$ cat src/rtl/sc_regbank_pkg.sv
package sc_regbank_pkg;
  // Word indices of the register map (byte address >> 2).
  localparam int unsigned REG_CMD   = 0;
  localparam int unsigned REG_MODE  = 1;
  localparam int unsigned REG_FSET  = 2;
  localparam int unsigned REG_FCLR  = 3;
  localparam int unsigned REG_FEN   = 4;
  localparam int unsigned REG_ISET  = 5;
  localparam int unsigned REG_ICLR  = 6;
  localparam int unsigned REG_IMASK = 7;
  localparam int unsigned REG_STAT  = 8;
  localparam int unsigned NREG      = 9;
endpackage

$ cat src/rtl/sc_addr_decode.sv
module sc_addr_decode
  import sc_regbank_pkg::*;
#(
  parameter int unsigned ADDR_W = 8
) (
  input  logic [ADDR_W-1:0] addr_i,
  input  logic              wr_en_i,
  output logic [NREG-1:0]   wsel_o
);
  localparam int unsigned WI = ADDR_W - 2;

  logic [WI-1:0] word;
  assign word = addr_i[ADDR_W-1:2]; // byte lanes ignored

  for (genvar g = 0; g < NREG; g++) begin : g_sel
    assign wsel_o[g] = wr_en_i && (word == WI'(g));
  end
endmodule

$ cat src/rtl/sc_setclr_reg.sv
module sc_setclr_reg #(
  parameter int unsigned W = 8
) (
  input  logic         clk,
  input  logic         rst_n,
  input  logic [W-1:0] set_i,
  input  logic [W-1:0] clr_i,
  output logic [W-1:0] q_o
);
  // Clear takes priority if one bit is set and cleared together.
  always_ff @(posedge clk or negedge rst_n) begin
    if (!rst_n) q_o <= '0;
    else        q_o <= (q_o | set_i) & ~clr_i;
  end

  // bits asked to set (and not cleared) are 1 afterwards
  a_r2_set_sticks: assert property (@(posedge clk) disable iff (!rst_n)
    (set_i != '0) |=> ((q_o & $past(set_i & ~clr_i)) == $past(set_i & ~clr_i)));

  // bits asked to clear are 0 afterwards
  a_r3_clr_clears: assert property (@(posedge clk) disable iff (!rst_n)
    (clr_i != '0) |=> ((q_o & $past(clr_i)) == '0));

  // bits written 0 keep their value
  a_r3_untouched_hold: assert property (@(posedge clk) disable iff (!rst_n)
    1'b1 |=> (((q_o ^ $past(q_o)) & ~$past(set_i | clr_i)) == '0));
endmodule

$ cat src/rtl/sc_irq_gate.sv
module sc_irq_gate #(
  parameter int unsigned W = 8
) (
  input  logic [W-1:0] status_i,
  input  logic [W-1:0] mask_i,
  output logic         irq_o
);
  assign irq_o = |(status_i & mask_i);

  // a request needs a status bit and its mask bit together
  always_comb begin
    a_r6_irq_sources: assert (!irq_o || ((status_i != '0) && (mask_i != '0)));
  end
endmodule

$ cat src/rtl/sc_irq_regbank.sv
module sc_irq_regbank
  import sc_regbank_pkg::*;
#(
  parameter int unsigned ADDR_W = 8,
  parameter int unsigned DATA_W = 32,
  parameter int unsigned N_CMD  = 8,
  parameter int unsigned MODE_W = 16,
  parameter int unsigned N_FEAT = 8,
  parameter int unsigned N_IRQ  = 12
) (
  input  logic              clk,
  input  logic              rst_n,
  input  logic [ADDR_W-1:0] addr_i,
  input  logic [DATA_W-1:0] wdata_i,
  input  logic              wr_en_i,
  input  logic              rd_en_i,
  output logic [DATA_W-1:0] rdata_o,
  input  logic [N_IRQ-1:0]  status_i,
  output logic [N_CMD-1:0]  cmd_o,
  output logic [MODE_W-1:0] mode_o,
  output logic [N_FEAT-1:0] feat_o,
  output logic              irq_o
);
  localparam int unsigned WI = ADDR_W - 2;

  logic [NREG-1:0]   wsel;
  logic [WI-1:0]     word;
  logic [N_IRQ-1:0]  mask;
  logic [DATA_W-1:0] rd_val;

  assign word = addr_i[ADDR_W-1:2];

  sc_addr_decode #(.ADDR_W(ADDR_W)) u_dec (
    .addr_i (addr_i),
    .wr_en_i(wr_en_i),
    .wsel_o (wsel)
  );

  // feature enables
  sc_setclr_reg #(.W(N_FEAT)) u_feat (
    .clk  (clk),
    .rst_n(rst_n),
    .set_i(wsel[REG_FSET] ? wdata_i[N_FEAT-1:0] : '0),
    .clr_i(wsel[REG_FCLR] ? wdata_i[N_FEAT-1:0] : '0),
    .q_o  (feat_o)
  );

  // interrupt mask
  sc_setclr_reg #(.W(N_IRQ)) u_mask (
    .clk  (clk),
    .rst_n(rst_n),
    .set_i(wsel[REG_ISET] ? wdata_i[N_IRQ-1:0] : '0),
    .clr_i(wsel[REG_ICLR] ? wdata_i[N_IRQ-1:0] : '0),
    .q_o  (mask)
  );


  sc_irq_gate #(.W(N_IRQ)) u_gate (
    .status_i(status_i),
    .mask_i  (mask),
    .irq_o   (irq_o)
  );

  // command pulses, R4: mode register
  always_ff @(posedge clk or negedge rst_n) begin
    if (!rst_n) begin
      cmd_o  <= '0;
      mode_o <= '0;
    end else begin
      cmd_o <= wsel[REG_CMD] ? wdata_i[N_CMD-1:0] : '0;
      if (wsel[REG_MODE]) mode_o <= wdata_i[MODE_W-1:0];
    end
  end

  // read mux; write-only and unmapped words return zero
  always_comb begin
    rd_val = '0;
    case (word)
      WI'(REG_MODE):  rd_val = DATA_W'(mode_o);
      WI'(REG_FEN):   rd_val = DATA_W'(feat_o);
      WI'(REG_IMASK): rd_val = DATA_W'(mask);
      WI'(REG_STAT):  rd_val = DATA_W'(status_i);
      default:        rd_val = '0;
    endcase
  end

  // registered read data
  always_ff @(posedge clk or negedge rst_n) begin
    if (!rst_n)       rdata_o <= '0;
    else if (rd_en_i) rdata_o <= rd_val;
  end

  // a pulse only follows a command write
  a_r1_cmd_after_write: assert property (@(posedge clk) disable iff (!rst_n)
    (cmd_o != '0) |-> $past(wr_en_i && (addr_i[ADDR_W-1:2] == WI'(REG_CMD))));

  // a pulse lasts one cycle unless written again
  a_r1_cmd_one_cycle: assert property (@(posedge clk) disable iff (!rst_n)
    ((cmd_o != '0) && !(wr_en_i && (word == WI'(REG_CMD)))) |=> (cmd_o == '0));

  // mode changes only on its own write
  a_r4_mode_hold: assert property (@(posedge clk) disable iff (!rst_n)
    !(wr_en_i && (word == WI'(REG_MODE))) |=> $stable(mode_o));

  // write-only words read zero
  a_r7_wo_reads_zero: assert property (@(posedge clk) disable iff (!rst_n)
    (rd_en_i && ((word == WI'(REG_CMD)) || (word == WI'(REG_FSET)) ||
                 (word == WI'(REG_FCLR)) || (word == WI'(REG_ISET)) ||
                 (word == WI'(REG_ICLR)))) |=> (rdata_o == '0));

  // read data holds between reads
  a_r8_rdata_hold: assert property (@(posedge clk) disable iff (!rst_n)
    !rd_en_i |=> $stable(rdata_o));
endmodule

$ cat config.mk
export PLATFORM = sky130hd
export DESIGN_NAME = sc_irq_regbank
export DESIGN_NICKNAME = d
export VERILOG_FILES = /design/src/rtl/sc_regbank_pkg.sv /design/src/rtl/sc_addr_decode.sv /design/src/rtl/sc_setclr_reg.sv /design/src/rtl/sc_irq_gate.sv /design/src/rtl/sc_irq_regbank.sv
export SDC_FILE = /design/constraint.sdc
export NUM_CORES = 1
export LEC_CHECK = 0
export CAP_MARGIN = 25
export CORE_MARGIN = 2
export CORE_UTILIZATION = 42
export DETAILED_ROUTE_END_ITERATION = 8
export PLACE_DENSITY = 0.81
export SLEW_MARGIN = 10
export SYNTH_ARGS = -nofsm -noshare
export SYNTH_HDL_FRONTEND = slang
export SYNTH_SLANG_ARGS = --single-unit
export TNS_END_PERCENT = 10
$ cat constraint.sdc
create_clock -name clk -period 1.05 [get_ports clk]
set_input_delay 0.105 -clock clk [delete_from_list [all_inputs] [get_ports clk]]
set_output_delay 0.105 -clock clk [all_outputs]
set_load 0.1 [all_outputs]
# After elaboration in Yosys (flattened, before gate mapping)
# Index checks and enable logic that the tools add are counted.
# op_classes
eq_ne	8
mux	6
bitwise_logic	7
n_reduce_logical	8
# ops
operator	count
16-bit case mux with 4 select lines	1
12-bit bitwise AND	2
6-bit by 3-bit equality test with 1-bit output (second input constant)	4
12-bit 2-to-1 mux	2
8-bit 2-to-1 mux	3
6-bit by 2-bit equality test with 1-bit output (second input constant)	2
12-bit inverter	1
12-bit bitwise OR	1
12-bit OR reduction	1
8-bit bitwise AND	1
8-bit inverter	1
8-bit bitwise OR	1
6-bit by 1-bit equality test with 1-bit output (second input constant)	1
6-bit by 4-bit equality test with 1-bit output (second input constant)	1
1-bit logical AND	6
6-bit zero test	1
# totals
regBits	76
inputBits	56
output_inout_bits	65
word_cells	34

# Longest topological paths before layout
# logic_depth
depth_word	5
ltp_mapped	5
mapped_depth_nobuf	4

# Hierarchy
# Synthesis repeated with hierarchy kept, for this count alone.
# hier_totals
hier_cells	279
area_unflattened_um2	3158.0
# by_module_without_submodules
module	n_inst	cells_each	area_per_inst_um2
sc_irq_regbank	1	216	2279.7
sc_setclr_reg at u_mask	1	24	420.4
sc_setclr_reg at u_feat	1	16	280.3
sc_addr_decode	1	16	101.3
sc_irq_gate	1	7	76.3

# Least setup slack after synthesis
# No wires, ideal clock.
# synth_timing
kind	input port to flip-flop
start	in addr_i[5]
end	reg mode_o[10]
setup_ps	126
arrival_time_ps	1527
t_required_ps	924
setup_slack_ps	-603
stages	5
path_cell_list	or4_4 -> or3_1 -> buf_6 -> buf_12 -> mux2_4
# synth_between
elab_chain_len	2
# synth_rtl
element	line_no	source
start: declaration	sc_irq_regbank.sv:13	input logic [ADDR_W-1:0] addr_i,
6-bit by 1-bit equality test with 1-bit output	sc_addr_decode.sv:16	assign wsel_o[g] = wr_en_i && (word == WI'(g));
1-bit logical AND	sc_addr_decode.sv:16	
end signal: assignment	sc_irq_regbank.sv:71	if (wsel[REG_MODE]) mode_o <= wdata_i[MODE_W-1:0];
end: declaration	sc_irq_regbank.sv:20	output logic [MODE_W-1:0] mode_o,
# Every way passes these cells.
# A chain may end at the register's enable or synchronous reset.

# Final worst setup path
# layout_timing
start	reg u_mask.q_o[4]
end	out irq_o
# layout_between
elab_chain_len	2
# layout_rtl
element	line_no	source
start: declaration	sc_setclr_reg.sv:8	output logic [W-1:0] q_o
start signal: assignment	sc_setclr_reg.sv:13	else q_o <= (q_o | set_i) & ~clr_i;
12-bit bitwise AND	sc_irq_gate.sv:8	assign irq_o = |(status_i & mask_i);
12-bit OR reduction	sc_irq_gate.sv:8	
end: declaration	sc_irq_regbank.sv:22	output logic irq_o
# Every way passes these cells.

==> reports/summary.log <==
[status] outcome finished, violations left
[status] violations in the final reports negative setup slack
[global_routing] all-layer global routing usage 0.281
[global_routing] antenna violations before repair 0
[detailed_routing] WL met3 856 um
[placed_design] Placed Instances 435
[cells_and_area] design area 4870 um2
[global_routing] leftover overflow at the end of global routing 0
[power] internal power component 0.00481 W
[sta] Final Hold Viols 0
[critical_path] type of element capturing the critical path primary output
[critical_path] crit start category flip-flop
[clocking] root buffer cell clkbuf_8
[hold_path] Min-Delay Path Class primary input to asynchronous set/reset pin
[synth] top flip-flop cell by instance count after synthesis dfrtp_1
[detailed_routing] total number of vias 2755
[clocking] Clock Pin Slew Worst Setup and Hold Paths 0.07 ns
[power] P_sw 0.00334 W
[critical_path] WP data required 0.94 ns
[power] LEAKAGE 2.22 nW
[synth] mean area per synthesized cell 11.2 um2
[power] Clk pwr share 0.250
[synth] count of warnings emitted by yosys 0
[global_routing] pin count of the biggest net entering global routing 61
[run] count of maximum capacitance violations 0
[clocking] clock tree from TritonCTS done
[detailed_routing] detailed-routing iteration count for the pre-antenna-repair pass 5
[cells_and_area] net count of the finished layout 432
[synth] number of instances in the synthesized netlist 240
[sta] max frequency 589 MHz
[cells_and_area] footprint of the multi-input gates 1240 um2
[sta] Post-Route Hold Slack 0.292 ns
[detailed_routing] DRC Markers 0
[critical_path] type of the setup path with the least slack flip-flop to primary output
[detailed_routing] drt wl/cell 22.6 um
[synth] fraction of registers with async set/reset 1.00
[placed_design] number of buffer cells added on primary ports 86
[sta] setup skew after layout 0.00584 ns
[sta] final critical-path required period 1.70 ns
[synth] synthesized flop and latch total 60
[floorplan] Die Span X 84.1 um
[detailed_routing] Final ANT Viol Nets 0
[detailed_routing] Via-to-Cell Ratio 6.02
[placed_design] Worst Setup Slack post-DPL -1.07 ns
[floorplan] IO Count 121
[synth] number of different library cells in the post-synthesis netlist 30
[sta] fin. max-slew vios 0
[global_routing] number of global-route vias before repair 2880
[clocking] number of buffers between clock root and the deepest sink 2
[cells_and_area] final standard cell utilization of the core 0.775
[floorplan] Starting Density 0.429
[critical_path] critical path fanouts, max 2
[synth] share of synthesized area occupied by flip-flops and latches 0.557
[cells_and_area] fill cell instance count of the final layout 335
[sta] final worst-path setup slack -0.647 ns
[critical_path] Critical Path AT 1.59 ns
[clocking] number of clock sinks 60
[clocking] clock insertion delay at the later pin of the skew report 0.35 ns
[power] power per cell area 1670 nW/um2
[detailed_routing] top routing layer in use met4
[cells_and_area] final cell count without fillers 458
[power] peak supply drop 1.02 mV
[floorplan] vertical die dimension 84.1 um
[synth] number of enable flip-flop cells after synthesis 0
[power] Reg power frac 0.347
[detailed_routing] DRT met1 WL 3.77 mm
[detailed_routing] metal2 WL 5.20 mm
[synth] post-synth design cell area 2690 um2
[power] logic gate share of total power 0.404
[power] proportion of total power due to net switching 0.410
[cells_and_area] antenna cell count 0
[global_routing] global-route wire length before repair 15.1 mm
[detailed_routing] drt first-iter violations 279
[clocking] total CTS buffers 9
[cells_and_area] area added between synthesis and finish 80.7%
[sta] setup-violating endpoint count in the final report 87
[placed_design] detailed placer's ending HPWL 5.87 mm
[floorplan] floorplan core area 6280 um2
[clocking] CTS HTree Levels 3
[cells_and_area] layout cells sized above 1 0.475
[placed_design] routability-driven placement congestion ratio 0.850
[sta] share of the clock period used by the worst path 1.62
[floorplan] Std-Cell Rows 29
[detailed_routing] total wirelength of the detailed-routed design 10.3 mm
[floorplan] area enclosed by the die boundary 7070 um2
[sta] setup repair after global routing missed its margin yes
[cells_and_area] sequential standard cell area 1510 um2
[placed_design] area of placed instances 4360 um2
## cells by family after synthesis
group,count (synthesis),synth area share
AO/OA/AOI/OAI,82,0.189
flip-flops,60,0.557
multiplexers,16,0.0808
other,1,0.00139
AND/OR/NAND/NOR,47,0.0920
buffers and inverters,34,0.0799
## placed cells by master, fill, tap and decap left out, types with 9 or more instances in the layout
| master | Yosys | final |
|---|---|---|
| a22oi_1 | 12 | 11 |
| clkdlybuf4s50_1 | 0 | 30 |
| a21oi_2 | 0 | 15 |
| nor2_1 | 16 | 13 |
| conb_1 | 1 | 16 |
| clkbuf_8 | 0 | 9 |
| a21oi_1 | 40 | 25 |
| buf_4 | 16 | 33 |
| mux2_4 | 10 | 10 |
| buf_12 | 1 | 52 |
| buf_6 | 1 | 16 |
| dfrtp_1 | 60 | 52 |
## final timing paths
kind	cells after the start	endpoint	startpoint	slack, ns
min reg2reg	2	rdata_o[13]$_DFFE_PN0P_	rdata_o[13]$_DFFE_PN0P_	0.56
min in group clk	2	mode_o[13]$_DFFE_PN0P_	wdata_i[13]	0.38
max in group asynchronous	3	u_feat.q_o[0]$_DFF_PN0_	rst_n	0.47
max reg2reg	2	rdata_o[5]$_DFFE_PN0P_	mode_o[5]$_DFFE_PN0P_	-0.03
max	4	irq_o	u_mask.q_o[4]$_DFF_PN0_	-0.65
min	3	mode_o[13]$_DFFE_PN0P_	rst_n	0.29
## cell type report
class | count | area share
Clock buffer | 11 | 0.0270
Clock inverter | 5 | 0.0108
Inverter | 6 | 0.00463
Multi-Input combinational cell | 162 | 0.255
Sequential cell | 60 | 0.311
Tap cell | 77 | 0.0198
Timing Repair Buffer | 137 | 0.372
## worst max-delay path: stages (launching register included)
cell and delay (ns):
dfrtp_1 0.39, a22o_1 0.24, a221oi_2 0.24, nand3_2 0.17
buf_12 0.21
## synthesized netlist by cell type, types with 4 or more instances
cell type / n / area share
nor2_1: 16 / 0.022
buf_4: 16 / 0.045
a31oi_1: 4 / 0.0093
mux2_2: 6 / 0.025
and3_1: 8 / 0.019
a221oi_1: 11 / 0.036
clkbuf_1: 6 / 0.0084
nand2_1: 5 / 0.0070
o22ai_1: 8 / 0.019
mux2_4: 10 / 0.056
a21oi_1: 40 / 0.074
inv_1: 6 / 0.0084
dfrtp_1: 60 / 0.56
nand3_1: 5 / 0.0093
a22oi_1: 12 / 0.033
o21ai_0: 4 / 0.0074
## state kept, by name (all words and copies together), names as in the netlist
register / cells
rdata_o: 16
u_feat.q_o: 8
mode_o: 16
cmd_o: 8
u_mask.q_o: 12
## stage by stage
step / TNS [ns] / total power (W)
2_1_floorplan: -24.14 / 0.00461
3_3_place_gp: -52.83 / 0.00586
3_5_place_dp: -54.39 / 0.00592
4_1_cts: -7.91 / 0.00800
5_1_grt: -12.33 / 0.00836
6_report: -10.75 / 0.00815
## power by group through the flow
stage          Sequential (W)  Clock, W  Combinational (W)
4_1_cts               0.00280   0.00202            0.00318
5_1_grt               0.00284   0.00215            0.00337
3_5_place_dp          0.00282         0            0.00310
3_3_place_gp          0.00281         0            0.00305
6_report              0.00282   0.00203            0.00329
2_1_floorplan         0.00387         0           0.000743
## metal layers
layer  up-vias  track usage
met3        59       0.0702
met1      1350        0.338
met4         0        0.167
li1       1135            -
met5         -            0
met2       211        0.455
## what timing repair did
action                                 in CTS  in global routing
setup endpoints to repair                 101                105
hold buffers                                1                  0
endpoints found under the hold margin      60                  0
cloned                                      2                  1
resized for setup                          62                 35
pin swaps                                  22                 10
setup buffers                               0                  3
Power figures use the tool's default switching activity.
